==> src/rtl/ring_dma_pkg.sv <==
package ring_dma_pkg;

  localparam int unsigned OWN_BIT = 31;
  localparam int unsigned CPL_BIT = 30;
  localparam int unsigned SOP_BIT = 29;
  localparam int unsigned EOP_BIT = 28;
  localparam int unsigned OFF_LSB = 23;
  localparam int unsigned OFF_W   = 5;
  localparam int unsigned ERR_BIT = 22;
  localparam int unsigned LEN_W   = 16;

  typedef enum logic [2:0] {
    ST_IDLE,
    ST_RD_STAT,
    ST_RD_PTR,
    ST_XFER,
    ST_WB,
    ST_STALL
  } eng_state_t;

  // number of stream beats that carry len bytes
  function automatic logic [LEN_W:0] beat_count(input logic [LEN_W-1:0] len,
                                                input int unsigned bb);
    int unsigned t;
    t = (32'(len) + bb - 1) / bb;
    return (LEN_W+1)'(t);
  endfunction

  // transmit retire: hand back to CPU, mark complete, keep the rest
  function automatic logic [31:0] tx_retire(input logic [31:0] s);
    logic [31:0] r;
    r = s;
    r[OWN_BIT] = 1'b0;
    r[CPL_BIT] = 1'b1;
    return r;
  endfunction

  // receive retire: fresh word with measured length and error flag
  function automatic logic [31:0] rx_retire(input logic [31:0] s,
                                            input logic [LEN_W-1:0] len,
                                            input logic err);
    logic [31:0] r;
    r = '0;
    r[CPL_BIT] = 1'b1;
    r[SOP_BIT] = 1'b1;
    r[EOP_BIT] = 1'b1;
    r[OFF_LSB +: OFF_W] = s[OFF_LSB +: OFF_W];
    r[ERR_BIT] = err;
    r[LEN_W-1:0] = len;
    return r;
  endfunction

endpackage

==> src/rtl/ring_ptr.sv <==
module ring_ptr #(
  parameter int AW       = 32,
  parameter int IW       = 8,
  parameter int DEF_RING = 25
) (
  input  logic          clk,
  input  logic          rst_n,
  input  logic [AW-1:0] base,
  input  logic [IW-1:0] ring_len,
  input  logic          advance,
  output logic [IW-1:0] idx,
  output logic [AW-1:0] ptr_addr,
  output logic [AW-1:0] stat_addr
);

  localparam logic [IW-1:0] DEF_LEN = IW'(DEF_RING);

  logic [IW-1:0] eff_len;
  logic [IW:0]   idx_inc;

  assign eff_len   = (ring_len == '0) ? DEF_LEN : ring_len;
  assign idx_inc   = {1'b0, idx} + 1'b1;
  assign ptr_addr  = base + (AW'(idx) << 3);
  assign stat_addr = ptr_addr + AW'(4);

  always_ff @(posedge clk or negedge rst_n) begin
    if (!rst_n) begin
      idx <= '0;
    end else if (advance) begin
      idx <= (idx_inc >= {1'b0, eff_len}) ? '0 : idx_inc[IW-1:0];
    end
  end

  assert_idx_in_ring_R8: assert property (@(posedge clk) disable iff (!rst_n)
    idx < eff_len);

endmodule

==> src/rtl/xfer_unit.sv <==
module xfer_unit
  import ring_dma_pkg::*;
#(
  parameter int BEAT_BYTES = 4,
  parameter int ERR_LEN    = 1536,
  parameter int BW         = 3
) (
  input  logic             clk,
  input  logic             rst_n,
  input  logic             start,
  input  logic             active,
  input  logic             rx_mode,
  input  logic [LEN_W-1:0] tx_len,
  input  logic             tx_sop_f,
  input  logic             tx_eop_f,
  output logic             st_out_valid,
  input  logic             st_out_ready,
  output logic             st_out_sop,
  output logic             st_out_eop,
  input  logic             st_in_valid,
  output logic             st_in_ready,
  input  logic             st_in_last,
  input  logic [BW-1:0]    st_in_bytes,
  output logic             done,
  output logic [LEN_W-1:0] rx_len,
  output logic             rx_err
);

  localparam logic [LEN_W:0] LEN_MAX = {1'b0, {LEN_W{1'b1}}};

  logic [LEN_W:0] rem_q, total_q, acc_q, acc_sum;
  logic           got_last_q;
  logic           out_fire, in_fire;

  assign st_out_valid = active && !rx_mode && (rem_q != '0);
  assign st_out_sop   = st_out_valid && tx_sop_f && (rem_q == total_q);
  assign st_out_eop   = st_out_valid && tx_eop_f && (rem_q == (LEN_W+1)'(1));
  assign st_in_ready  = active && rx_mode && !got_last_q;
  assign out_fire     = st_out_valid && st_out_ready;
  assign in_fire      = st_in_valid && st_in_ready;
  assign acc_sum      = acc_q + (LEN_W+1)'(st_in_bytes);

  assign done   = active && (rx_mode ? got_last_q : (rem_q == '0));
  assign rx_len = acc_q[LEN_W-1:0];
  assign rx_err = acc_q >= (LEN_W+1)'(ERR_LEN);

  always_ff @(posedge clk or negedge rst_n) begin
    if (!rst_n) begin
      rem_q      <= '0;
      total_q    <= '0;
      acc_q      <= '0;
      got_last_q <= 1'b0;
    end else if (start) begin
      rem_q      <= beat_count(tx_len, BEAT_BYTES);
      total_q    <= beat_count(tx_len, BEAT_BYTES);
      acc_q      <= '0;
      got_last_q <= 1'b0;
    end else begin
      if (out_fire) rem_q <= rem_q - 1'b1;
      if (in_fire) begin
        acc_q <= (acc_sum > LEN_MAX) ? LEN_MAX : acc_sum;
        if (st_in_last) got_last_q <= 1'b1;
      end
    end
  end

  assert_out_hold_R4: assert property (@(posedge clk) disable iff (!rst_n)
    st_out_valid && !st_out_ready |=> st_out_valid);

  assert_sop_first_R4: assert property (@(posedge clk) disable iff (!rst_n)
    out_fire |=> !st_out_sop);

endmodule

==> src/rtl/status_pack.sv <==
module status_pack
  import ring_dma_pkg::*;
(
  input  logic [31:0]      stat,
  input  logic             rx_mode,
  input  logic [LEN_W-1:0] rx_len,
  input  logic             rx_err,
  output logic [31:0]      wb_word,
  output logic             wb_err
);

  assign wb_word = rx_mode ? rx_retire(stat, rx_len, rx_err) : tx_retire(stat);
  assign wb_err  = rx_mode && rx_err;

endmodule

==> src/rtl/ring_dma_chan.sv <==
module ring_dma_chan
  import ring_dma_pkg::*;
#(
  parameter int AW         = 32,
  parameter int IW         = 8,
  parameter int DEF_RING   = 25,
  parameter int BEAT_BYTES = 4,
  parameter int ERR_LEN    = 1536,
  localparam int BW        = $clog2(BEAT_BYTES) + 1
) (
  input  logic          clk,
  input  logic          rst_n,
  input  logic          chan_en,
  input  logic          cfg_rx,
  input  logic [AW-1:0] cfg_base,
  input  logic [IW-1:0] cfg_ring_len,
  input  logic          rearm,
  output logic          mem_req,
  output logic          mem_we,
  output logic [AW-1:0] mem_addr,
  output logic [31:0]   mem_wdata,
  input  logic          mem_ack,
  input  logic [31:0]   mem_rdata,
  output logic          st_out_valid,
  input  logic          st_out_ready,
  output logic          st_out_sop,
  output logic          st_out_eop,
  input  logic          st_in_valid,
  output logic          st_in_ready,
  input  logic          st_in_last,
  input  logic [BW-1:0] st_in_bytes,
  output logic [AW-1:0] xfer_addr,
  output logic [IW-1:0] ring_idx,
  output logic          desc_unavail,
  output logic          desc_done,
  output logic          desc_err
);

  eng_state_t       state_q;
  logic [31:0]      stat_q, ptr_q;
  logic             unavail_q, done_q, err_q;
  logic [AW-1:0]    ptr_addr, stat_addr;
  logic             xfer_start, xfer_done, retire;
  logic [LEN_W-1:0] rx_len;
  logic             rx_err, wb_err;
  logic [31:0]      wb_word;

  assign xfer_start = (state_q == ST_RD_PTR) && mem_ack;
  assign retire     = (state_q == ST_WB) && mem_ack;

  ring_ptr #(.AW(AW), .IW(IW), .DEF_RING(DEF_RING)) u_ring (
    .clk(clk), .rst_n(rst_n), .base(cfg_base), .ring_len(cfg_ring_len),
    .advance(retire), .idx(ring_idx), .ptr_addr(ptr_addr), .stat_addr(stat_addr)
  );

  xfer_unit #(.BEAT_BYTES(BEAT_BYTES), .ERR_LEN(ERR_LEN), .BW(BW)) u_xfer (
    .clk(clk), .rst_n(rst_n), .start(xfer_start), .active(state_q == ST_XFER),
    .rx_mode(cfg_rx), .tx_len(stat_q[LEN_W-1:0]),
    .tx_sop_f(stat_q[SOP_BIT]), .tx_eop_f(stat_q[EOP_BIT]),
    .st_out_valid(st_out_valid), .st_out_ready(st_out_ready),
    .st_out_sop(st_out_sop), .st_out_eop(st_out_eop),
    .st_in_valid(st_in_valid), .st_in_ready(st_in_ready),
    .st_in_last(st_in_last), .st_in_bytes(st_in_bytes),
    .done(xfer_done), .rx_len(rx_len), .rx_err(rx_err)
  );

  status_pack u_pack (
    .stat(stat_q), .rx_mode(cfg_rx), .rx_len(rx_len), .rx_err(rx_err),
    .wb_word(wb_word), .wb_err(wb_err)
  );

  always_comb begin
    mem_req   = 1'b0;
    mem_we    = 1'b0;
    mem_addr  = stat_addr;
    mem_wdata = wb_word;
    case (state_q)
      ST_RD_STAT: mem_req = 1'b1;
      ST_RD_PTR: begin
        mem_req  = 1'b1;
        mem_addr = ptr_addr;
      end
      ST_WB: begin
        mem_req = 1'b1;
        mem_we  = 1'b1;
      end
      default: ;
    endcase
  end

  always_ff @(posedge clk or negedge rst_n) begin
    if (!rst_n) begin
      state_q   <= ST_IDLE;
      stat_q    <= '0;
      ptr_q     <= '0;
      unavail_q <= 1'b0;
      done_q    <= 1'b0;
      err_q     <= 1'b0;
    end else begin
      done_q <= 1'b0;
      case (state_q)
        ST_IDLE: if (chan_en) state_q <= ST_RD_STAT;
        ST_RD_STAT: if (mem_ack) begin
          stat_q <= mem_rdata;
          if (mem_rdata[OWN_BIT]) begin
            state_q <= ST_RD_PTR;
          end else begin
            state_q   <= ST_STALL;
            unavail_q <= 1'b1;
          end
        end
        ST_RD_PTR: if (mem_ack) begin
          ptr_q   <= mem_rdata;
          state_q <= ST_XFER;
        end
        ST_XFER: if (xfer_done) state_q <= ST_WB;
        ST_WB: if (mem_ack) begin
          done_q  <= 1'b1;
          err_q   <= wb_err;
          state_q <= chan_en ? ST_RD_STAT : ST_IDLE;
        end
        ST_STALL: if (rearm) begin
          unavail_q <= 1'b0;
          state_q   <= chan_en ? ST_RD_STAT : ST_IDLE;
        end
        default: state_q <= ST_IDLE;
      endcase
    end
  end

  assign xfer_addr    = AW'(ptr_q) + AW'(stat_q[OFF_LSB +: OFF_W]);
  assign desc_unavail = unavail_q;
  assign desc_done    = done_q;
  assign desc_err     = err_q;

  assert_stall_quiet_R3: assert property (@(posedge clk) disable iff (!rst_n)
    desc_unavail |-> !mem_req && !st_out_valid && !st_in_ready);

  assert_wb_after_xfer_R6: assert property (@(posedge clk) disable iff (!rst_n)
    $rose(mem_req && mem_we) |-> $past(xfer_done));

  assert_done_single_R6: assert property (@(posedge clk) disable iff (!rst_n)
    desc_done |=> !desc_done);

  assert_done_follows_wb_R6: assert property (@(posedge clk) disable iff (!rst_n)
    desc_done |-> $past(mem_req && mem_we && mem_ack));

endmodule

==> config.mk <==
export PLATFORM = sky130hd
export DESIGN_NAME = ring_dma_chan
export DESIGN_NICKNAME = d
export VERILOG_FILES = /design/src/rtl/ring_dma_pkg.sv /design/src/rtl/ring_ptr.sv /design/src/rtl/xfer_unit.sv /design/src/rtl/status_pack.sv /design/src/rtl/ring_dma_chan.sv
export SDC_FILE = /design/constraint.sdc
export NUM_CORES = 1
export LEC_CHECK = 0
export ABC_AREA = 1
export BUFFER_PORTS_ARGS = -buffer_cell sky130_fd_sc_hd__buf_4
export CAP_MARGIN = 20
export CORE_MARGIN = 2
export CORE_UTILIZATION = 45
export CTS_CLUSTER_DIAMETER = 60
export CTS_CLUSTER_SIZE = 10
export DETAILED_ROUTE_END_ITERATION = 16
export PLACE_DENSITY = 0.71
export SETUP_SLACK_MARGIN = 0.5
export SYNTH_ARGS = -nofsm -noshare
export SYNTH_HDL_FRONTEND = slang
export SYNTH_SLANG_ARGS = --single-unit
export TNS_END_PERCENT = 20
==> constraint.sdc <==
create_clock -name clk -period 2.75 [get_ports clk]
set_input_delay 0.275 -clock clk [delete_from_list [all_inputs] [get_ports clk]]
set_output_delay 0.275 -clock clk [all_outputs]
set_load 0.05 [all_outputs]
Word-level counts from Yosys, hierarchy flattened:

Cells that the tools add are included.

* equality and inequality tests: 14
* magnitude comparators: 3
* $add $sub $neg: 8
* reductions and logical operators: 31
* multiplexer cells: 30

Operators by type and width (count)
* $mux W17: 5
* $add A32 B11 Y32: 1
* $add A32 B3 Y32 const B: 1
* $add A32 B5 Y32: 1
* $mux W32: 1
* $mux W30: 1
* $mux W3: 7
* $sub A19 B1 Y19 const B: 1
* $pmux W3 S6: 1
* $add A16 B3 Y17 const B: 1
* $add A17 B3 Y17: 1
* $eq A17 B1 Y1 const B: 1
* $eq A17 B17 Y1: 1
* $ge A17 B11 Y1 const B: 1
* $gt A17 B16 Y1 const B: 1
* $logic_not A17 Y1: 1
* $reduce_bool A17 Y1: 1
* $sub A17 B1 Y17 const B: 1
* $mux W8: 2
* $logic_and A1 B1 Y1: 14
* $ne A2 B2 Y1 const B: 7
* $mux W1: 12
* $add A8 B1 Y9 const B: 1
* $ge A9 B8 Y1: 1
* other kinds (12): 21

* input port bits: 84
* output and inout port bits: 113
* logic and storage cells: 97
* register bits: 128

Longest topological paths before layout:

* word-level depth: 6
* depth in mapped cells: 18
* gate-level depth less buffers: 18

Hierarchy:

A second synthesis with hierarchy kept.

* cell total of the unflattened synthesis: 1877
* area total of the unflattened synthesis: 11594.9 um^2

Modules (own cells, without submodules)
* ring_dma_chan: instances 1, cells an instance 647, seq. area each 1751.7 um^2, area each 4441.8 um^2
* xfer_unit: instances 1, cells an instance 597, seq. area each 1251.2 um^2, area each 3769.9 um^2
* ring_ptr: instances 1, cells an instance 553, seq. area each 200.2 um^2, area each 3001.6 um^2
* status_pack: instances 1, cells an instance 80, seq. area each 0.0 um^2, area each 381.6 um^2

Least setup slack after synthesis:

No wires, ideal clock.

* kind: reg2out
* start: reg u_ring.idx[0]
* end: out mem_addr[22]
* path buffers: 0
* stages on the path, launching flop included: 15
* data required time: 2.475 ns
* setup slack: -0.762 ns
* data arrival time: 3.237 ns
* cells stage by stage: dfrtp_1 ha_1 fa_1 nand2_1 nand2_1 nand3_1 nand2_1 nand2_1 nand2_1 nor2_1 nand3_1 nor2_2 nand3_2 nor2_4 xor2_1

* cells in the longest elaborated chain, start to end: 3

RTL lines
* start, declared: RTL line ring_ptr.sv:11 `output logic [IW-1:0] idx,`
* start signal, assigned: RTL line ring_ptr.sv:30 `idx <= (idx_inc >= {1'b0, eff_len}) ? '0 : idx_inc[IW-1:0];`
* $add A32 B11 Y32 *: RTL line ring_ptr.sv:23 `assign ptr_addr = base + (AW'(idx) << 3);`
* $add A32 B3 Y32: RTL line ring_ptr.sv:24 `assign stat_addr = ptr_addr + AW'(4);`
* $mux W32 *: RTL line ring_dma_chan.sv:77 `case (state_q)`
* end, declared: RTL line ring_dma_chan.sv:20 `output logic [AW-1:0] mem_addr,`

Mark *: on every way between the ends. The rest lies on a longest branch, timed or not.

Final worst setup path:

* start: reg u_ring.idx[0]
* end: out mem_addr[29]

Same word-level chain as after synthesis.

==> results.md <==
Synthesis:
- Yosys mapped a number of flops with a built-in enable equal to 0.
- For this run, the register share of the synthesized area comes to 0.315.
- Counting flops with an async set or reset pin after synthesis yields a share of 1.00.
- By area the synthesized netlist is led by sky130_fd_sc_hd__dfrtp_1 32%, sky130_fd_sc_hd__nand2_1 16%, sky130_fd_sc_hd__inv_1 8.7%.
- The largest total area in the synthesized netlist belongs to sky130_fd_sc_hd__dfrtp_1.
- The leading register cell type out of synthesis is sky130_fd_sc_hd__dfrtp_1.
- The total number of yosys warnings is 0.
- After synthesis, the netlist uses 51 different library cells.
- After synthesis the netlist holds a flip-flop and latch count of 128.
- Of the post-synthesis cell area, the dominant cell type holds 0.315.
- The synthesized net count is 1668.
- The average cell area after synthesis is 6.55 µm².
- Synthesis produced a netlist whose cell count is 1552.
- The mapped netlist covers 0.0102 mm².

Power:
- The switching power summed over all nets is 8180 µW.
- The internal power of the cells totals 7580 µW.
- The fraction of power consumed by the clock network is 0.151.
- The power per cell area is 1050 mW/mm².
- Summed over all cells, the static leakage comes to 0.00739 µW.
- The part of the total power dissipated in combinational logic is 0.608.
- Overall power consumption after layout is estimated at 15800 µW.
- The share of power burned in registers is 0.241.
- The worst voltage drop across the vdd grid is 0.872 mV.
- Of the total power, the share spent switching nets is 0.519.

Clock tree:
- After clock tree synthesis, the clock-pin slew on the worst setup and hold paths is 0.06 ns.
- The H-tree was split into 4 levels.
- The CTS tree is yes.
- In this run the deepest clock path goes through 2 buffers.
- The clock sink total is 128.
- The clock latency on the worst-skew pair is 0.42 ns.
- The tree is rooted in a sky130_fd_sc_hd__clkbuf_16.
- In this run, CTS created clock tree buffers numbering 17.

Worst setup path:
- The signal arrival time at the worst endpoint is 3.13 ns.
- Traced cell by cell, the critical path runs through ha_4 -> fa_2 -> nand2_2 -> inv_2 -> nand4_1 -> inv_1 -> nand3_2 -> nor2_4 -> nand3_2 -> nor2_4 -> nand3_4 -> nor2_4 -> nand3_2 -> nand2_1 -> inv_1 -> buf_6.
- The category of the worst setup path launch point is a flip-flop.
- In this design, the largest share of critical-path delay is due to simple AND/OR/NAND/NOR gates.
- Together, buffers and inverters on the worst path number 4.
- The worst setup path is captured at an output pin.
- The critical path in this run is classified as flip-flop to output pin.
- Among all stages on the critical path, the largest delay is contributed by sky130_fd_sc_hd__fa_2.
- The delay of the slowest cell on the worst path is 0.59 ns.
- Along the worst path, the maximum fanout reaches 5.
- The data required time of the critical path is 2.48 ns.

STA:
- In this run the tightest slew margin relative to its limit is 0.335.
- The timing-limited maximum frequency is 294 MHz.
- The number of failing setup endpoints in the final timing report is 47.
- The post-route fraction of the period consumed by the critical path is 1.24.
- Once routing completed, OpenROAD measured the worst setup slack at -0.653 ns.
- The total count of hold-check failures in the final report is 0.
- The final number of max-transition violations is 0.
- Setup repair after global routing could not meet its margin everywhere.
- After routing, the total negative slack on setup checks comes to -16.94 ns.
- At the pin with the least slew margin, the transition time is 0.994 ns.
- The clock arrives with 0.00849 ns of skew.
- The final period demand of the worst path is 3.40 ns.

Detailed routing:
- The detailed-routing iteration count for the pre-antenna-repair pass is 5.
- The average routed wire per standard cell is 15.8 µm.
- The average via count per standard cell is 5.33.
- The post-route DRC violation count is 0.
- The total routed wirelength is 34000 µm.
- The sum of met2 wire segment lengths after detailed routing is 16300 µm.
- The highest layer used for signal routing is met4.
- The routed design uses 2110 µm of met3 wire.
- The residual antenna-violating net count after detailed routing is 0.
- The first routing iteration left 942 violations.
- The detailed router put a total of 14600 µm of wire on met1.
- For this block, the via count after detailed routing is 11448.

Die:
- The horizontal extent of the die is 154 µm.
- 197 I/O pins were placed.
- The initial utilization of the core area, before any placement, comes to 0.463.
- The area of the core region is 0.0220 mm².
- The area of the die is 0.0238 mm².
- In this run the core area contains 54 standard-cell rows.
- The chip height is 154 µm.

Outcome:
- The final reports fail on negative setup slack.
- The flow ran to the end, but the final reports show violations.

Global route:
- The total grt overflow is 0.
- The initial antenna violation count is 0.
- The first-pass GRT wire length is 53800 µm.
- The via count of the first global-routing pass is 10963.
- The pin count of the biggest net entering global routing is 68.
- For this run, the total global-route usage over all layers was measured as 0.278.

Cells and area:
- The area growth from synthesis to layout is 47.9%.
- 0 antenna diodes ended up in the layout.
- Fill cells in the final layout number 1803.
- In the final layout, the share of cells above drive strength 1 is 0.344.
- The net count reported at finish is 1972.

Placement:
- The routability congestion estimate from global placement is 0.941.
- The wire-length estimate of the detail-placed layout is 25300 µm.
- The count of buffers added on input and output ports is 190.

Min path:
- The min-delay analysis places its worst path in the category input pin to flip-flop.

Flow run:
- The number of max-cap violations is 0.
[logic make-up (layout without fill, tap and decap cells)]
| kind of cell | after synthesis | in the layout | share of synthesized area |
|---|---|---|---|
| AO/OA/AOI/OAI | 225 | 225 | 0.119 |
| XOR/XNOR | 77 | 77 | 0.0671 |
| adder cells (fa/ha/maj) | 32 | 32 | 0.0416 |
| buffers and inverters | 289 | 606 | 0.111 |
| flip-flops | 128 | 128 | 0.315 |
| multiplexers | 3 | 3 | 0.00332 |
| other | 2 | 2 | 0.000739 |
| AND/OR/NAND/NOR | 796 | 796 | 0.342 |
[sequential cells by signal, summed over array words and instances (netlist names)]
signal and flops:
state_q 3, u_xfer.total_q 17, u_ring.idx 8, stat_q 30
u_xfer.acc_q 17, u_xfer.got_last_q 1, desc_done 1, u_xfer.rem_q 17
desc_err 1, desc_unavail 1, ptr_q 32
[per-stage QoR]
stage | instance area [µm²] | hold WS [ns] | instances | utilization | setup slack [ns]
floorplan | 10700 | -0.0206 | 1552 | - | -0.197
global placement | 13100 | 0.330 | 2091 | 0.597 | -0.172
detailed placement | 13100 | 0.328 | 2091 | 0.597 | -0.212
CTS | 14500 | 0.0559 | 2143 | 0.661 | -0.571
global route | 15000 | 0.0668 | 2149 | 0.684 | -0.773
finish | 15000 | 0.0627 | 2149 | 0.684 | -0.653
[Yosys cell counts (all sizes together), types with 5 or more instances]
master,number
xor2,63
nand2,440
dfrtp,128
buf,14
a22oi,5
a31oi,6
nor2,149
nand3,117
ha,29
o22ai,12
clkbuf,24
nor4,12
or2,7
clkinv,5
nand3b,11
inv,246
xnor2,14
a21oi,33
nand4,28
o21ai,154
nor3,28
[cells in the final DEF, fill, tap and decap left out, types with 25 or more instances in the layout]
master,Yosys,routed
sky130_fd_sc_hd__a21oi_1,32,25
sky130_fd_sc_hd__buf_4,9,266
sky130_fd_sc_hd__buf_6,0,47
sky130_fd_sc_hd__dfrtp_1,128,112
sky130_fd_sc_hd__inv_1,235,215
sky130_fd_sc_hd__inv_2,11,25
sky130_fd_sc_hd__nand2_1,428,382
sky130_fd_sc_hd__nand2_2,11,44
sky130_fd_sc_hd__nand3_1,111,88
sky130_fd_sc_hd__nand4_1,28,28
sky130_fd_sc_hd__nor2_1,130,93
sky130_fd_sc_hd__nor2_2,17,32
sky130_fd_sc_hd__o21ai_0,149,125
sky130_fd_sc_hd__xor2_1,62,39
[final timing paths]
path / start / endpoint / slack [ns] / depth (start not counted)
setup / recovery: u_ring.idx[0] / mem_addr[29] / -0.65 / 16
hold / removal: mem_rdata[30] / ptr_q[30] / 0.06 / 3
setup reg to reg: u_xfer.acc_q[0] / u_xfer.acc_q[11] / 0.25 / 16
hold reg to reg: stat_q[18] / stat_q[18] / 0.49 / 2
max in group asynchronous: rst_n / u_xfer.rem_q[0] / 1.40 / 3
min in group asynchronous: rst_n / u_ring.idx[3] / 0.41 / 2
[power by group through the flow]
stage | clock network, µW | logic (µW) | registers, µW
after floorplan | 0 | 5820 | 3610
after detailed placement | 0 | 8550 | 3660
after global routing | 2480 | 10300 | 3910
final | 2370 | 9590 | 3810
after global placement | 0 | 8440 | 3640
after CTS | 2390 | 9130 | 3700
[worst reg2reg max path, cell delays in order (launching register included)]
cell and delay, ns:
sky130_fd_sc_hd__dfrtp_1 0.36, sky130_fd_sc_hd__ha_2 0.19, sky130_fd_sc_hd__inv_2 0.04, sky130_fd_sc_hd__fa_2 0.33
sky130_fd_sc_hd__inv_2 0.07, sky130_fd_sc_hd__nand2_2 0.06, sky130_fd_sc_hd__a21oi_2 0.15, sky130_fd_sc_hd__nand2_2 0.10
sky130_fd_sc_hd__nor2_4 0.10, sky130_fd_sc_hd__nand4_1 0.19, sky130_fd_sc_hd__nor2_4 0.19, sky130_fd_sc_hd__nand2_1 0.07
sky130_fd_sc_hd__nand2_1 0.07, sky130_fd_sc_hd__nand2_2 0.09, sky130_fd_sc_hd__buf_12 0.16, sky130_fd_sc_hd__o21ai_1 0.13
sky130_fd_sc_hd__o21ai_1 0.08
[timing repair]
action	4_1_cts	5_1_grt
setup buffers	19	6
hold buffers	1	0
endpoints found under the setup margin	103	111
gates resized for setup	180	111
pin swaps	76	75
hold endpoints to repair	43	0
[layer usage]
metal | GRT usage | vias up
li1 | - | 5565
met1 | 0.374 | 5343
met2 | 0.470 | 456
met3 | 0.0339 | 84
met4 | 0.0908 | 0
met5 | 0 | -
[layout make-up]
class / count / area [µm²] / area share
tap: 280 / 350 / 0.0233
sequential: 128 / 3220 / 0.214
inverter: 251 / 963 / 0.0641
timing repair buffer: 323 / 2710 / 0.180
clock inverter: 14 / 183 / 0.0122
multi-input combinational: 1135 / 7170 / 0.477
clock buffer: 18 / 429 / 0.0286
Power figures use the tool's default switching activity.
